### src/rtl/rsb_pkg.sv
package rsb_pkg;

   typedef enum logic [1:0] {
      PFX_NONE = 2'b00,
      PFX_IX   = 2'b01,
      PFX_IY   = 2'b10
   } pfx_e;

   typedef enum logic [1:0] {
      GRP_SHIFT = 2'b00,
      GRP_TEST  = 2'b01,
      GRP_CLR   = 2'b10,
      GRP_SETB  = 2'b11
   } grp_e;

   typedef enum logic [2:0] {
      SH_RLC = 3'b000,
      SH_RRC = 3'b001,
      SH_RL  = 3'b010,
      SH_RR  = 3'b011,
      SH_SLA = 3'b100,
      SH_SRA = 3'b101,
      SH_SLF = 3'b110,
      SH_SRL = 3'b111
   } shf_e;

   typedef enum logic [2:0] {
      ST_IDLE,
      ST_ADDR,
      ST_READ,
      ST_EXEC,
      ST_WMEM,
      ST_WREG,
      ST_DONE
   } st_e;

   localparam logic [2:0] SEL_MEM = 3'b110;

endpackage

### src/rtl/rsb_alu.sv
module rsb_alu import rsb_pkg::*; #(
   parameter int DATA_W = 8
) (
   input  logic [7:0]        op_i,
   input  logic [DATA_W-1:0] val_i,
   input  logic              c_i,
   output logic [DATA_W-1:0] res_o,
   output logic              c_o,
   output logic              z_o,
   output logic              c_upd_o,
   output logic              z_upd_o
);
   localparam int IDX_W = $clog2(DATA_W);
   localparam int MSB   = DATA_W - 1;

   logic [DATA_W-1:0] bit_mask;

   generate
      for (genvar g = 0; g < DATA_W; g++) begin : g_mask
         assign bit_mask[g] = (op_i[3 +: IDX_W] == IDX_W'(g));
      end
   endgenerate

   always_comb begin
      res_o   = val_i;
      c_o     = c_i;
      z_o     = 1'b0;
      c_upd_o = 1'b0;
      z_upd_o = 1'b0;
      case (op_i[7:6])
         GRP_SHIFT: begin
            c_upd_o = 1'b1;
            z_upd_o = 1'b1;
            case (op_i[5:3])
               SH_RLC:  begin c_o = val_i[MSB]; res_o = {val_i[MSB-1:0], val_i[MSB]}; end
               SH_RRC:  begin c_o = val_i[0];   res_o = {val_i[0], val_i[MSB:1]};     end
               SH_RL:   begin c_o = val_i[MSB]; res_o = {val_i[MSB-1:0], c_i};        end
               SH_RR:   begin c_o = val_i[0];   res_o = {c_i, val_i[MSB:1]};          end
               SH_SLA:  begin c_o = val_i[MSB]; res_o = {val_i[MSB-1:0], 1'b0};       end
               SH_SRA:  begin c_o = val_i[0];   res_o = {val_i[MSB], val_i[MSB:1]};   end
               SH_SLF:  begin c_o = val_i[MSB]; res_o = {val_i[MSB-1:0], 1'b1};       end
               default: begin c_o = val_i[0];   res_o = {1'b0, val_i[MSB:1]};         end
            endcase
            z_o = (res_o == '0);
         end
         GRP_TEST: begin
            z_upd_o = 1'b1;
            z_o     = ~|(val_i & bit_mask);
         end
         GRP_CLR:  res_o = val_i & ~bit_mask;
         default:  res_o = val_i | bit_mask;
      endcase
   end

endmodule

### src/rtl/rsb_agen.sv
module rsb_agen #(
   parameter int ADDR_W = 16,
   parameter int DISP_W = 8
) (
   input  logic [ADDR_W-1:0] base_i,
   input  logic [DISP_W-1:0] disp_i,
   input  logic              idx_i,
   output logic [ADDR_W-1:0] addr_o
);
   localparam int EXT_W = ADDR_W - DISP_W;

   logic [ADDR_W-1:0] offs;

   assign offs   = idx_i ? {{EXT_W{disp_i[DISP_W-1]}}, disp_i} : '0;
   assign addr_o = base_i + offs;

endmodule

### src/rtl/rsb_seq.sv
module rsb_seq import rsb_pkg::*; #(
   parameter bit ADDR_PIPE = 1'b1
) (
   input  logic clk,
   input  logic rst_n,
   input  logic start_i,
   input  logic mem_op_i,
   input  logic rf_wr_i,
   input  logic test_i,
   output st_e  state_o,
   output logic accept_o
);
   st_e state_q, state_d;

   assign state_o  = state_q;
   assign accept_o = (state_q == ST_IDLE) && start_i;

   always_comb begin
      state_d = state_q;
      case (state_q)
         ST_IDLE: if (start_i) begin
            if (!mem_op_i)     state_d = ST_EXEC;
            else if (ADDR_PIPE) state_d = ST_ADDR;
            else               state_d = ST_READ;
         end
         ST_ADDR: state_d = ST_READ;
         ST_READ: state_d = ST_EXEC;
         ST_EXEC: begin
            if (test_i)        state_d = ST_DONE;
            else if (mem_op_i) state_d = ST_WMEM;
            else               state_d = ST_WREG;
         end
         ST_WMEM: state_d = rf_wr_i ? ST_WREG : ST_DONE;
         ST_WREG: state_d = ST_DONE;
         default: state_d = ST_IDLE;
      endcase
   end

   always_ff @(posedge clk or negedge rst_n) begin
      if (!rst_n) state_q <= ST_IDLE;
      else        state_q <= state_d;
   end

endmodule

### src/rtl/rsb_exec_unit.sv
module rsb_exec_unit import rsb_pkg::*; #(
   parameter int ADDR_W    = 16,
   parameter int DISP_W    = 8,
   parameter int DATA_W    = 8,
   parameter int SEL_W     = 3,
   parameter bit ADDR_PIPE = 1'b1
) (
   input  logic              clk,
   input  logic              rst_n,
   input  logic              start_i,
   input  logic [7:0]        op_i,
   input  logic [1:0]        pfx_i,
   input  logic [DISP_W-1:0] disp_i,
   input  logic [ADDR_W-1:0] hl_i,
   input  logic [ADDR_W-1:0] ix_i,
   input  logic [ADDR_W-1:0] iy_i,
   input  logic              c_i,
   output logic [SEL_W-1:0]  rf_rd_sel_o,
   input  logic [DATA_W-1:0] rf_rd_data_i,
   output logic [ADDR_W-1:0] mem_addr_o,
   output logic              mem_rd_en_o,
   input  logic [DATA_W-1:0] mem_rd_data_i,
   output logic              mem_wr_en_o,
   output logic [DATA_W-1:0] mem_wr_data_o,
   output logic              rf_wr_en_o,
   output logic [SEL_W-1:0]  rf_wr_sel_o,
   output logic [DATA_W-1:0] rf_wr_data_o,
   output logic              busy_o,
   output logic              done_o,
   output logic              flag_c_o,
   output logic              flag_z_o
);
   generate
      if (DATA_W != 8)      begin : g_chk_data $error("DATA_W must be 8");          end
      if (SEL_W != 3)       begin : g_chk_sel  $error("SEL_W must be 3");           end
      if (ADDR_W <= DISP_W) begin : g_chk_addr $error("ADDR_W must exceed DISP_W"); end
   endgenerate

   st_e               state;
   logic              accept;
   logic [7:0]        op_q;
   pfx_e              pfx_q;
   logic [DISP_W-1:0] disp_q;
   logic [ADDR_W-1:0] base_q;
   logic [DATA_W-1:0] opnd_q;
   logic              cin_q;
   logic [ADDR_W-1:0] addr_q;
   logic [DATA_W-1:0] res_q;

   pfx_e              pfx_in;
   logic [ADDR_W-1:0] base_live;
   logic [7:0]        dec_op;
   pfx_e              dec_pfx;
   logic              dec_mem_op;
   logic              dec_rf_wr;
   logic              dec_test;

   logic [ADDR_W-1:0] addr_calc;
   logic              addr_load;

   logic [DATA_W-1:0] alu_in;
   logic [DATA_W-1:0] alu_res;
   logic              alu_c;
   logic              alu_z;
   logic              alu_c_upd;
   logic              alu_z_upd;

   // decode from the live opcode while idle, from the captured one while busy
   assign pfx_in     = pfx_e'(pfx_i);
   assign base_live  = (pfx_in == PFX_NONE) ? hl_i : ((pfx_in == PFX_IX) ? ix_i : iy_i);
   assign busy_o     = (state != ST_IDLE);
   assign dec_op     = busy_o ? op_q  : op_i;
   assign dec_pfx    = busy_o ? pfx_q : pfx_in;
   assign dec_mem_op = (dec_pfx != PFX_NONE) || (dec_op[2:0] == SEL_MEM);
   assign dec_rf_wr  = (dec_op[2:0] != SEL_MEM);
   assign dec_test   = (dec_op[7:6] == GRP_TEST);

   rsb_seq #(.ADDR_PIPE(ADDR_PIPE)) seq_i (
      .clk      (clk),
      .rst_n    (rst_n),
      .start_i  (start_i),
      .mem_op_i (dec_mem_op),
      .rf_wr_i  (dec_rf_wr),
      .test_i   (dec_test),
      .state_o  (state),
      .accept_o (accept)
   );

   generate
      if (ADDR_PIPE) begin : g_addr_pipe
         rsb_agen #(.ADDR_W(ADDR_W), .DISP_W(DISP_W)) agen_i (
            .base_i (base_q),
            .disp_i (disp_q),
            .idx_i  (pfx_q != PFX_NONE),
            .addr_o (addr_calc)
         );
         assign addr_load = (state == ST_ADDR);
      end else begin : g_addr_direct
         rsb_agen #(.ADDR_W(ADDR_W), .DISP_W(DISP_W)) agen_i (
            .base_i (base_live),
            .disp_i (disp_i),
            .idx_i  (pfx_in != PFX_NONE),
            .addr_o (addr_calc)
         );
         assign addr_load = accept;
      end
   endgenerate

   assign alu_in = dec_mem_op ? mem_rd_data_i : opnd_q;

   rsb_alu #(.DATA_W(DATA_W)) alu_i (
      .op_i    (op_q),
      .val_i   (alu_in),
      .c_i     (cin_q),
      .res_o   (alu_res),
      .c_o     (alu_c),
      .z_o     (alu_z),
      .c_upd_o (alu_c_upd),
      .z_upd_o (alu_z_upd)
   );

   always_ff @(posedge clk or negedge rst_n) begin
      if (!rst_n) begin
         op_q     <= '0;
         pfx_q    <= PFX_NONE;
         disp_q   <= '0;
         base_q   <= '0;
         opnd_q   <= '0;
         cin_q    <= 1'b0;
         addr_q   <= '0;
         res_q    <= '0;
         flag_c_o <= 1'b0;
         flag_z_o <= 1'b0;
      end else begin
         if (accept) begin
            op_q   <= op_i;
            pfx_q  <= pfx_in;
            disp_q <= disp_i;
            base_q <= base_live;
            opnd_q <= rf_rd_data_i;
            cin_q  <= c_i;
         end
         if (addr_load) addr_q <= addr_calc;
         if (state == ST_EXEC) begin
            res_q <= alu_res;
            if (alu_c_upd) flag_c_o <= alu_c;
            if (alu_z_upd) flag_z_o <= alu_z;
         end
      end
   end

   assign rf_rd_sel_o   = op_i[SEL_W-1:0];
   assign mem_addr_o    = addr_q;
   assign mem_rd_en_o   = (state == ST_READ);
   assign mem_wr_en_o   = (state == ST_WMEM);
   assign mem_wr_data_o = res_q;
   assign rf_wr_en_o    = (state == ST_WREG);
   assign rf_wr_sel_o   = op_q[SEL_W-1:0];
   assign rf_wr_data_o  = res_q;
   assign done_o        = (state == ST_DONE);

endmodule

### config.mk
export PLATFORM = sky130hd
export DESIGN_NAME = rsb_exec_unit
export DESIGN_NICKNAME = d
export VERILOG_FILES = /design/src/rtl/rsb_pkg.sv /design/src/rtl/rsb_alu.sv /design/src/rtl/rsb_agen.sv /design/src/rtl/rsb_seq.sv /design/src/rtl/rsb_exec_unit.sv
export SDC_FILE = /design/constraint.sdc
export NUM_CORES = 1
export LEC_CHECK = 0
export BUFFER_PORTS_ARGS = -buffer_cell sky130_fd_sc_hd__buf_2
export CAP_MARGIN = 40
export CORE_MARGIN = 4
export CORE_UTILIZATION = 36
export DETAILED_ROUTE_END_ITERATION = 12
export PLACE_DENSITY = 0.6
export SYNTH_ARGS = -nofsm -noshare
export SYNTH_HDL_FRONTEND = slang
export SYNTH_SLANG_ARGS = --single-unit
### constraint.sdc
create_clock -name clk -period 5.2 [get_ports clk]
set_input_delay 1.04 -clock clk [delete_from_list [all_inputs] [get_ports clk]]
set_output_delay 1.04 -clock clk [all_outputs]
set_load 0.02 [all_outputs]
==> reports/qor.csv <==
stage,metric,value,unit
logic_synthesis,synthMuxAreaShare,14.6,%
critical_path,crit_path_top_delay_cell,or4_1,
grt,grt_pass1_vias,3807,
timing,rsz0062_at_grt,no,
critical_path,cp.arrival,3400,ps
logic_synthesis,ys_seq_area_share,38.5,%
timing,min_period_over_period,60.5,%
clock_network,cts.sinks,72,
power_and_ir_drop,finalPower,3760,µW
critical_path,crit_chain,nor2_1 -> nor2b_1 -> ha_1 -> or4_1 -> o2111ai_1 -> a21oi_1 -> o311a_1 -> or3_1 -> a31oi_1,
drt,routed_wl,12.4,mm
grt,grt_usage,17.2,%
logic_synthesis,syn_nets,613,
clock_network,cts_tree,yes,
grt,grt_max_degree,45,
final_layout,layout-drive-gt1-share,31.3,%
logic_synthesis,synth_cells,511,
logic_synthesis,synth_top_area_share,38.5,%
final_layout,fillers,1248,
timing,slew_headroom,55.4,%
drt,viasPerCell,5.09,
power_and_ir_drop,p_int,2070,µW
critical_path,max_stage_delay,540,ps
grt,antenna_found_initial,0,
critical_path,critical_path_class,reg -> reg,
clock_network,cts_max_level,3,
drt,detail-route-antenna-nets,0,
timing,worst_slew_pin_slew,670,ps
timing,fin_skew,5.61,ps
clock_network,cts_resized,0,
die,fp.dieArea,0.0149,mm²
critical_path,cp_num_buf_inv,0,
timing,fmax,318,MHz
die,num_rows,41,
timing,slew_violations,0,
logic_synthesis,synth-simple-area-share,18.6,%
logic_synthesis,synth_fa_ha_area_share,4.44,%
timing,setup_violations,0,
logic_synthesis,synth_compound_area_share,16.1,%
clock_network,clock_latency,340,ps
clock_network,clock_path_buffers,2,
drt,drtIter0Drc,184,
power_and_ir_drop,power_density,664,mW/mm²
critical_path,cp_data_required_time,5460,ps
final_layout,nNetsFinal,715,
clock_network,clk_pin_slew,50,ps
drt,drt-wirelength-per-cell,15.7,µm
die,core,0.0127,mm²
drt,firstDrtPassIters,5,
timing,final.min_clock_period,3150,ps
grt,grt_pass1_wl,20.1,mm
clock_network,cts_buffers,9,
logic_synthesis,synthTopCellsByArea,"dfrtp_1, mux2_2, mux2i_1",
worst_hold_path,min_path_type,reg -> reg,
grt,overflow,0,
drt,drc_errors,0,
die,initial_utilization,36.9,%
logic_synthesis,yosysTopAreaCell,dfrtp_1,
logic_synthesis,synth.distinct_cells,62,
power_and_ir_drop,clock_power_share,16.5,%
die,die_w,122,µm
timing,hold_viol_final,0,
power_and_ir_drop,ir_drop,278,µV
critical_path,critPathMaxFanout,8,
power_and_ir_drop,p_sw_share,45.1,%
clock_network,cts_root_buf,clkbuf_16,
logic_synthesis,synth-seq-cells,72,
placement,finalWeightedCongestion,0.904,
drt,vias,4007,
critical_path,critPathCaptureType,flop,
final_layout,multi_input_area,0.00259,mm²
timing,finalSetupTns,0,ps
final_layout,area_growth,21.1,%
logic_synthesis,synthArstFlopShare,100,%
power_and_ir_drop,power.leakage,0.00271,µW
logic_synthesis,synth_area,0.00468,mm²
clock_network,cts_setup_buffers,0,
placement,hpwl,9.67,mm
logic_synthesis,avgSynthCellArea,9.15,µm²
power_and_ir_drop,pwr-share-seq,30.0,%
logic_synthesis,synth_enable_flop_cells,0,
critical_path,cp_top_family,simple AND/OR/NAND/NOR gates,
clock_network,ctsHoldBuffers,0,
power_and_ir_drop,switchingPower,1690,µW
placement,port_buffers,130,
die,pin_count,131,
critical_path,startpoint_type,flop,
status,status,completed,
job,drv_cap,0,
logic_synthesis,yosysWarningCount,0,
die,fp.dieH,122,µm
logic_synthesis,ys.flop_type,dfrtp_1,
logic_synthesis,synth-xor-area-share,1.69,%
final_layout,seq_area,0.00180,mm²
power_and_ir_drop,p_comb_share,53.5,%
logic_synthesis,synth_top_family_by_area,simple AND/OR/NAND/NOR gates,
final_layout,n_antenna_cell,0,
## cell usage in the layout (no fill, tap or decap), types with 5 or more instances in the layout
| cell type | count |
|---|---|
| buf_2 | 129 |
| dfrtp_1 | 72 |
| nand2_1 | 64 |
| o21ai_0 | 46 |
| nor2_1 | 43 |
| a21oi_1 | 31 |
| mux2_2 | 29 |
| mux2i_1 | 27 |
| ha_1 | 15 |
| nand3_1 | 14 |
| inv_1 | 9 |
| nor2b_1 | 9 |
| clkbuf_16 | 9 |
| nor3_1 | 8 |
| a211oi_1 | 7 |
| a31oi_1 | 6 |
| xor2_1 | 6 |
| o31ai_1 | 5 |
| nand2b_1 | 5 |
## routing by layer
metal,global-route usage [%],part of all wire (%),wire length (µm),up-vias
met4,5.81,1.9,231,0
met2,22.4,40,4930,132
met1,27.1,52,6420,1828
met5,0,0,0,-
li1,-,-,-,2029
met3,4.46,6.6,823,18
## worst paths after layout
path | from | slack [ps] | cells after the start | to
min in group asynchronous | rst_n | 630 | 1 | mem_wr_data_o[0]
hold reg to reg | mem_addr_o[4] | 470 | 2 | mem_addr_o[4]
setup / recovery | pfx_q[0] | 2050 | 9 | mem_addr_o[15]
hold / removal | mem_addr_o[4] | 470 | 2 | mem_addr_o[4]
max in group asynchronous | rst_n | 4020 | 2 | base_q[5]
setup reg to reg | pfx_q[0] | 2050 | 9 | mem_addr_o[15]
## worst min-delay path, cell delays in order (launching register included)
cell and delay (ps):
dfrtp_1 330, nand2_1 50, o21ai_0 60
## per-stage QoR
step | setup slack [ps] | utilization (%) | cell area (µm²) | hold WS, ps | instances
floorplan | 2210 | - | 4680 | 456 | 511
global placement | 1970 | 41.9 | 5300 | 461 | 771
detailed placement | 1910 | 42.4 | 5370 | 456 | 774
CTS | 2020 | 44.7 | 5660 | 472 | 788
global route | 1850 | 44.7 | 5660 | 498 | 788
finish | 2050 | 44.7 | 5660 | 471 | 788
## final cells by class
type / instances / area share [%]
multi-input cells: 386 / 45.8
clock buffers: 11 / 4.46
inverters: 11 / 0.729
well taps: 172 / 3.80
flip-flops and latches: 72 / 31.8
clock inverters: 3 / 0.751
repair buffers: 133 / 12.6
## state kept, by name (all words and copies together) (netlist names)
name and count:
base_q 16, cin_q 1, disp_q 8, flag_c_o 1, flag_z_o 1, mem_addr_o 16, mem_wr_data_o 8, op_q 8
opnd_q 8, pfx_q 2, seq_i.state_o 3
## cells by family after synthesis
family,Yosys count
compound gates,124
xor+xnor,9
fa+ha+maj,16
buf+inv,53
flops,72
mux,60
simple gates,177
## Yosys cell counts, drive strengths merged, types with 7 or more instances
cell and n:
a211oi 7, buf 28, nor3 9, nor2b 9, inv 11, a21oi 31, nor2 45, o21ai 50
nand2 65, mux2 29, ha 15, nand3 14, dfrtp 72, clkbuf 14, mux2i 28
## power groups by stage
stage | combinational [µW] | clock [µW] | sequential [µW]
global route | 2270 | 659 | 1180
global placement | 1960 | 0 | 1130
detailed placement | 2010 | 0 | 1140
CTS | 2020 | 636 | 1130
floorplan | 1570 | 0 | 1080
finish | 2010 | 620 | 1130
No activity file was read; power rests on OpenSTA's default activity.
